[src/rtl/hpce_pkg.sv]
package hpce_pkg;
    localparam int unsigned VIEW_W = 6;

    localparam logic [2:0] ERR_NONE     = 3'b000;
    localparam logic [2:0] ERR_SWITCH   = 3'b001;
    localparam logic [2:0] ERR_BADCMD   = 3'b010;
    localparam logic [2:0] ERR_BADSPEED = 3'b100;

    typedef enum logic [1:0] {
        ACT_NONE,
        ACT_SLOT,
        ACT_SPEED,
        ACT_ALL
    } act_e;

    typedef struct packed {
        act_e        act;
        logic [7:0]  slot;
        logic [5:0]  fields;
        logic [3:0]  speed;
        logic [2:0]  err;
    } dec_t;
endpackage

[src/rtl/hpce_decode.sv]
module hpce_decode
    import hpce_pkg::*;
#(
    parameter int unsigned NUM_SLOTS = 4
) (
    input  logic [15:0]          cmd_word,
    input  logic                 iface_v2,
    input  logic [NUM_SLOTS-1:0] latch_open,
    output dec_t                 dec
);
    localparam int unsigned IDX_W = (NUM_SLOTS > 1) ? $clog2(NUM_SLOTS) : 1;

    logic [7:0] op;
    logic [7:0] tgt;

    always_comb begin
        op  = cmd_word[7:0];
        tgt = cmd_word[15:8];
        dec = '0;
        dec.act  = ACT_NONE;
        dec.slot = tgt;
        if (op <= 8'h3F) begin
            if (tgt >= 8'(NUM_SLOTS)) begin
                dec.err = ERR_BADCMD;
            end else if ((op[1:0] == 2'd1 || op[1:0] == 2'd2)
                         && latch_open[tgt[IDX_W-1:0]]) begin
                dec.err = ERR_SWITCH;
            end else begin
                dec.act    = ACT_SLOT;
                dec.fields = op[5:0];
            end
        end else if (op >= 8'h40 && op <= 8'h44) begin
            dec.act   = ACT_SPEED;
            dec.speed = op[3:0];
        end else if (op == 8'h48 || op == 8'h49) begin
            if (|latch_open) begin
                dec.err = ERR_SWITCH;
            end else begin
                dec.act    = ACT_ALL;
                dec.fields = {4'b0000, op[0] ? 2'b10 : 2'b01};
            end
        end else if (op >= 8'h50 && op <= 8'h5D) begin
            if (!iface_v2) begin
                dec.err = ERR_BADSPEED;
            end else begin
                dec.act   = ACT_SPEED;
                dec.speed = op[3:0];
            end
        end else begin
            dec.err = ERR_BADCMD;
        end
    end
endmodule

[src/rtl/hpce_busy_timer.sv]
module hpce_busy_timer #(
    parameter int unsigned BUSY_CYCLES = 16
) (
    input  logic clk,
    input  logic rst_n,
    input  logic start,
    output logic busy,
    output logic finish
);
    localparam int unsigned CNT_W = $clog2(BUSY_CYCLES + 1);

    typedef struct packed {
        logic             busy;
        logic [CNT_W-1:0] cnt;
    } tmr_t;

    tmr_t tmr_d, tmr_q;

    always_comb begin
        tmr_d = tmr_q;
        if (tmr_q.busy) begin
            if (tmr_q.cnt == '0) tmr_d.busy = 1'b0;
            else                 tmr_d.cnt  = tmr_q.cnt - 1'b1;
        end else if (start) begin
            tmr_d.busy = 1'b1;
            tmr_d.cnt  = CNT_W'(BUSY_CYCLES - 1);
        end
    end

    always_ff @(posedge clk) begin
        if (!rst_n) tmr_q <= '0;
        else        tmr_q <= tmr_d;
    end

    assign busy   = tmr_q.busy;
    assign finish = tmr_q.busy && (tmr_q.cnt == '0);
endmodule

[src/rtl/hpce_slot_reg.sv]
module hpce_slot_reg (
    input  logic       clk,
    input  logic       rst_n,
    input  logic       apply,
    input  logic [5:0] fields,
    output logic [5:0] view
);
    typedef struct packed {
        logic [1:0] attn;
        logic [1:0] pwr;
        logic [1:0] state;
    } slot_t;

    slot_t slot_d, slot_q;

    always_comb begin
        slot_d = slot_q;
        if (apply) begin
            if (fields[1:0] != 2'b00) slot_d.state = fields[1:0];
            if (fields[3:2] != 2'b00) slot_d.pwr   = fields[3:2];
            if (fields[5:4] != 2'b00) slot_d.attn  = fields[5:4];
        end
    end

    always_ff @(posedge clk) begin
        if (!rst_n) slot_q <= '{attn: 2'b11, pwr: 2'b11, state: 2'b11};
        else        slot_q <= slot_d;
    end

    assign view = slot_q;
endmodule

[src/rtl/hpce_engine.sv]
module hpce_engine
    import hpce_pkg::*;
#(
    parameter int unsigned NUM_SLOTS   = 4,
    parameter int unsigned BUSY_CYCLES = 16
) (
    input  logic                        clk,
    input  logic                        rst_n,
    input  logic                        cmd_wr,
    input  logic [15:0]                 cmd_word,
    input  logic                        iface_v2,
    input  logic [NUM_SLOTS-1:0]        latch_open,
    output logic [3:0]                  status,
    output logic                        cmd_done,
    output logic [NUM_SLOTS*VIEW_W-1:0] slot_view,
    output logic [3:0]                  speed_mode,
    output logic                        speed_ok
);
    typedef struct packed {
        logic [2:0] err;
        logic       done;
        logic [3:0] speed;
        dec_t       pend;
    } eng_t;

    eng_t eng_d, eng_q;
    dec_t dec;
    logic busy, finish, accept, start;

    hpce_decode #(.NUM_SLOTS(NUM_SLOTS)) u_decode (
        .cmd_word   (cmd_word),
        .iface_v2   (iface_v2),
        .latch_open (latch_open),
        .dec        (dec)
    );

    hpce_busy_timer #(.BUSY_CYCLES(BUSY_CYCLES)) u_timer (
        .clk    (clk),
        .rst_n  (rst_n),
        .start  (start),
        .busy   (busy),
        .finish (finish)
    );

    assign accept = cmd_wr && !busy;
    assign start  = accept && (dec.err == ERR_NONE);

    always_comb begin
        eng_d      = eng_q;
        eng_d.done = 1'b0;
        if (finish) begin
            eng_d.done = 1'b1;
            if (eng_q.pend.act == ACT_SPEED) eng_d.speed = eng_q.pend.speed;
        end
        if (accept) begin
            eng_d.err  = dec.err;
            eng_d.pend = dec;
            if (dec.err != ERR_NONE) eng_d.done = 1'b1;
        end
    end

    always_ff @(posedge clk) begin
        if (!rst_n) eng_q <= '0;
        else        eng_q <= eng_d;
    end

    for (genvar i = 0; i < NUM_SLOTS; i++) begin : g_slot
        logic hit;
        assign hit = finish && ((eng_q.pend.act == ACT_ALL) ||
                     (eng_q.pend.act == ACT_SLOT && eng_q.pend.slot == 8'(i)));
        hpce_slot_reg u_slot (
            .clk    (clk),
            .rst_n  (rst_n),
            .apply  (hit),
            .fields (eng_q.pend.fields),
            .view   (slot_view[i*VIEW_W +: VIEW_W])
        );
    end

    assign status     = {eng_q.err, busy};
    assign cmd_done   = eng_q.done;
    assign speed_mode = iface_v2 ? eng_q.speed : {1'b0, eng_q.speed[2:0]};
    assign speed_ok   = iface_v2 ? (eng_q.speed <= 4'd13) : (eng_q.speed[2:0] <= 3'd4);
endmodule

[config.mk]
export PLATFORM = sky130hd
export DESIGN_NAME = hpce_engine
export DESIGN_NICKNAME = d
export VERILOG_FILES = /design/src/rtl/hpce_pkg.sv /design/src/rtl/hpce_decode.sv /design/src/rtl/hpce_busy_timer.sv /design/src/rtl/hpce_slot_reg.sv /design/src/rtl/hpce_engine.sv
export SDC_FILE = /design/constraint.sdc
export NUM_CORES = 1
export LEC_CHECK = 0
export ABC_AREA = 1
export BUFFER_PORTS_ARGS = -buffer_cell sky130_fd_sc_hd__buf_2
export CORE_ASPECT_RATIO = 1.5
export CORE_MARGIN = 4
export CORE_UTILIZATION = 50
export CTS_CLUSTER_DIAMETER = 200
export CTS_CLUSTER_SIZE = 20
export DETAILED_ROUTE_END_ITERATION = 12
export PLACE_DENSITY = 0.74
export SLEW_MARGIN = 25
export SYNTH_ARGS = -nofsm -noshare
export SYNTH_HDL_FRONTEND = slang
export SYNTH_SLANG_ARGS = --single-unit
[constraint.sdc]
create_clock -name clk -period 1.8 [get_ports clk]
set_input_delay 0.45 -clock clk [delete_from_list [all_inputs] [get_ports clk]]
set_output_delay 0.45 -clock clk [all_outputs]
set_load 0.02 [all_outputs]
==> metrics.yaml <==
gp_congestion: 0.975
hold_ws_ps: 399
drtIter0Drc: 123
maxCapViolations: 0
rows: 32
clock-sinks: 58
ff2ff_setup_slack_ps: 270
core_um2: 5200
worstSetupPathType: "reg2reg"
fin_crit_ps: 1530
yosys_warnings: 0
drv_slew: 0
hold_path_class: "in2reg"
die_x_um: 68.3
dpl.hpwl_mm: 4.57
grt_pass1_wl_mm: 10.1
n_antenna_cell: 0
cts_setup_buffers: 0
peakVddDrop_v: 0.000654
die_area_um2: 6720
cts_root_buffer: "clkbuf_8"
yosysTopAreaCell: "dfxtp_1"
grt_pass1_vias: 2387
vias: 2469
clock.fmax_ghz: 0.652
yosysSeqAreaShare_pct: 42.6
required_ps: 2000
synthFlopType: "dfxtp_1"
fillers: 491
ys_seq_elements: 58
status: "finished, final reports clean"
cts_hold_buf: 0
grt_max_degree: 41
cp-start-kind: "flip-flop"
clk_pin_slew_ps: 60
p_leak_nw: 1.57
htree_levels: 3
ant_nets: 0
drive_gt1_share_pct: 26.9
cts_tree: "done"
setup_viol: 0
setup-tns-final_ps: 0
drt_first_pass_iters: 4
numCtsBuffers: 9
synth_top_area_share_pct: 42.6
slew_headroom_pct: 74.3
endpoint_kind: "flip-flop"
fin_crit_sh_pct: 85.2
nets: 451
grt_overflow: 0
worstPathMaxFanout: 25
synthTopCellsByArea: "dfxtp_1 43%, nand3_1 11%, nand2_1 10%"
grt_usage_pct: 19.5
holdPathStages: 3
synth_nets: 394
routed_wl_mm: 5.88
final_core_util_pct: 63.5
viasPerCell: 4.98
multi_input_area_um2: 1310
syn2layout_area_growth_pct: 21.3
max-clock-path-buffers: 2
ctsResizeCount: 0
antenna_found_initial: 0
syn-cell-area_um2: 2730
cp.arrival_ps: 1730
seq_area_um2: 1160
fp.dieH_um: 98.4
drc_errors: 0
r2r_cells: 10
skew_ps: 8.03
p_per_area_nw_per_um2: 948
port_buffers: 57
start_util_pct: 52.4
synth_commonest_cells: "75 x nand2_1, 62 x nand3_1, 58 x dfxtp_1"
yosysMostFrequentCell: "nand2_1"
rsz0062_at_grt: "no"
synth_edf_count: 0
tightest_slew_ps: 385
wl_per_cell_um: 11.8
io_pins: 58
synth_area_per_cell_um2: 7.45
syn-instance-count: 366
ys_types: 32
clk-insertion-delay-late_ps: 330
hold_viol_final: 0
synthArstFlopShare_pct: 0
[metal layers]
| metal | vias up | share of wire (%) | GRT usage [%] |
|---|---|---|---|
| li1 | 1302 | - | - |
| met1 | 1105 | 42 | 21.6 |
| met2 | 53 | 51 | 34.3 |
| met3 | 9 | 5.1 | 5.36 |
| met4 | 0 | 1.6 | 6.89 |
| met5 | - | 0 | 0 |
[registers in the layout, summed over array words and instances, names as in the netlist]
signal	count
eng_q	24
g_slot.u_slot.view	24
u_timer.tmr_q	5
status	3
cmd_done	1
u_timer.busy	1
[critical path: stages (launching register included)]
cell and delay (ps):
dfxtp_1 300, inv_1 100, ha_1 180, nand2_1 80, nor2_2 90, nand2_2 80, nor2_4 130, buf_12 170
nand3_1 120, nand2_1 80, nand3_1 60
[cells by family (layout without fill, tap and decap cells)]
group | Yosys count | count (layout) | share of synthesized area [%]
and+or+nand+nor | 195 | 195 | 33.8
buffers and inverters | 59 | 121 | 9.27
DFF | 58 | 58 | 42.6
AOI/OAI and AO/OA | 47 | 47 | 11.5
adders and majority gates | 4 | 4 | 1.84
xor gates and xnor gates | 3 | 3 | 0.964
[layout by cell type (no fill, tap or decap)]
cell	instances
buf_2	57
nand4_1	3
inv_2	8
o21ai_4	4
o211ai_1	2
buf_4	6
o21ai_0	15
nand2_4	2
nand3_2	1
o221ai_1	1
a21oi_2	2
o21ai_1	1
dfxtp_1	58
xor2_1	3
nand3b_1	1
nor2_4	3
inv_1	33
bufinv_16	3
nor2_2	8
nor3_2	1
buf_12	1
clkbuf_8	10
a31oi_1	1
a211oi_1	2
a21oi_1	17
nand3_1	62
o211ai_2	1
clkbuf_1	2
nand3_4	1
nor2_1	31
a22oi_1	1
ha_1	4
nand2_1	75
or2_1	1
nand2_2	6
clkinv_4	1
[area by class of cell]
class / instances / area share, %
inverter: 41 / 4.66
timing repair buffer: 64 / 10.6
multi-input combinational: 249 / 39.7
clock buffer: 12 / 4.39
sequential: 58 / 35.1
clock inverter: 4 / 2.99
tap: 68 / 2.57
[power breakdown]
part           internal (mW)  total, mW  switching [mW]
Clock                  0.961       1.45           0.491
Combinational          0.115      0.331           0.216
Sequential              1.33       1.35          0.0268
Total                   2.40       3.14           0.733
[worst paths after layout]
kind / start / end
worst min-delay path: cmd_word[9] / eng_q[14]$_SDFFE_PN0P_
worst max register to register: u_timer.tmr_q[1]$_SDFFE_PN0P_ / g_slot[2].u_slot.view[1]$_SDFFE_PN1P_
worst max-delay path: u_timer.tmr_q[1]$_SDFFE_PN0P_ / g_slot[2].u_slot.view[1]$_SDFFE_PN1P_
worst min register to register: g_slot[3].u_slot.view[4]$_SDFFE_PN1P_ / g_slot[3].u_slot.view[4]$_SDFFE_PN1P_
[through the flow]
stage	power [mW]	instance area [µm²]	cells	worst slack, ps
6_report	3.14	3310	496	267
5_1_grt	3.27	3310	496	119
4_1_cts	3.17	3310	496	260
3_5_place_dp	1.71	3060	480	-3.63
3_3_place_gp	1.70	3060	480	75.6
2_1_floorplan	1.62	2730	366	236
Note: power is estimated with default switching activity, not from simulation.
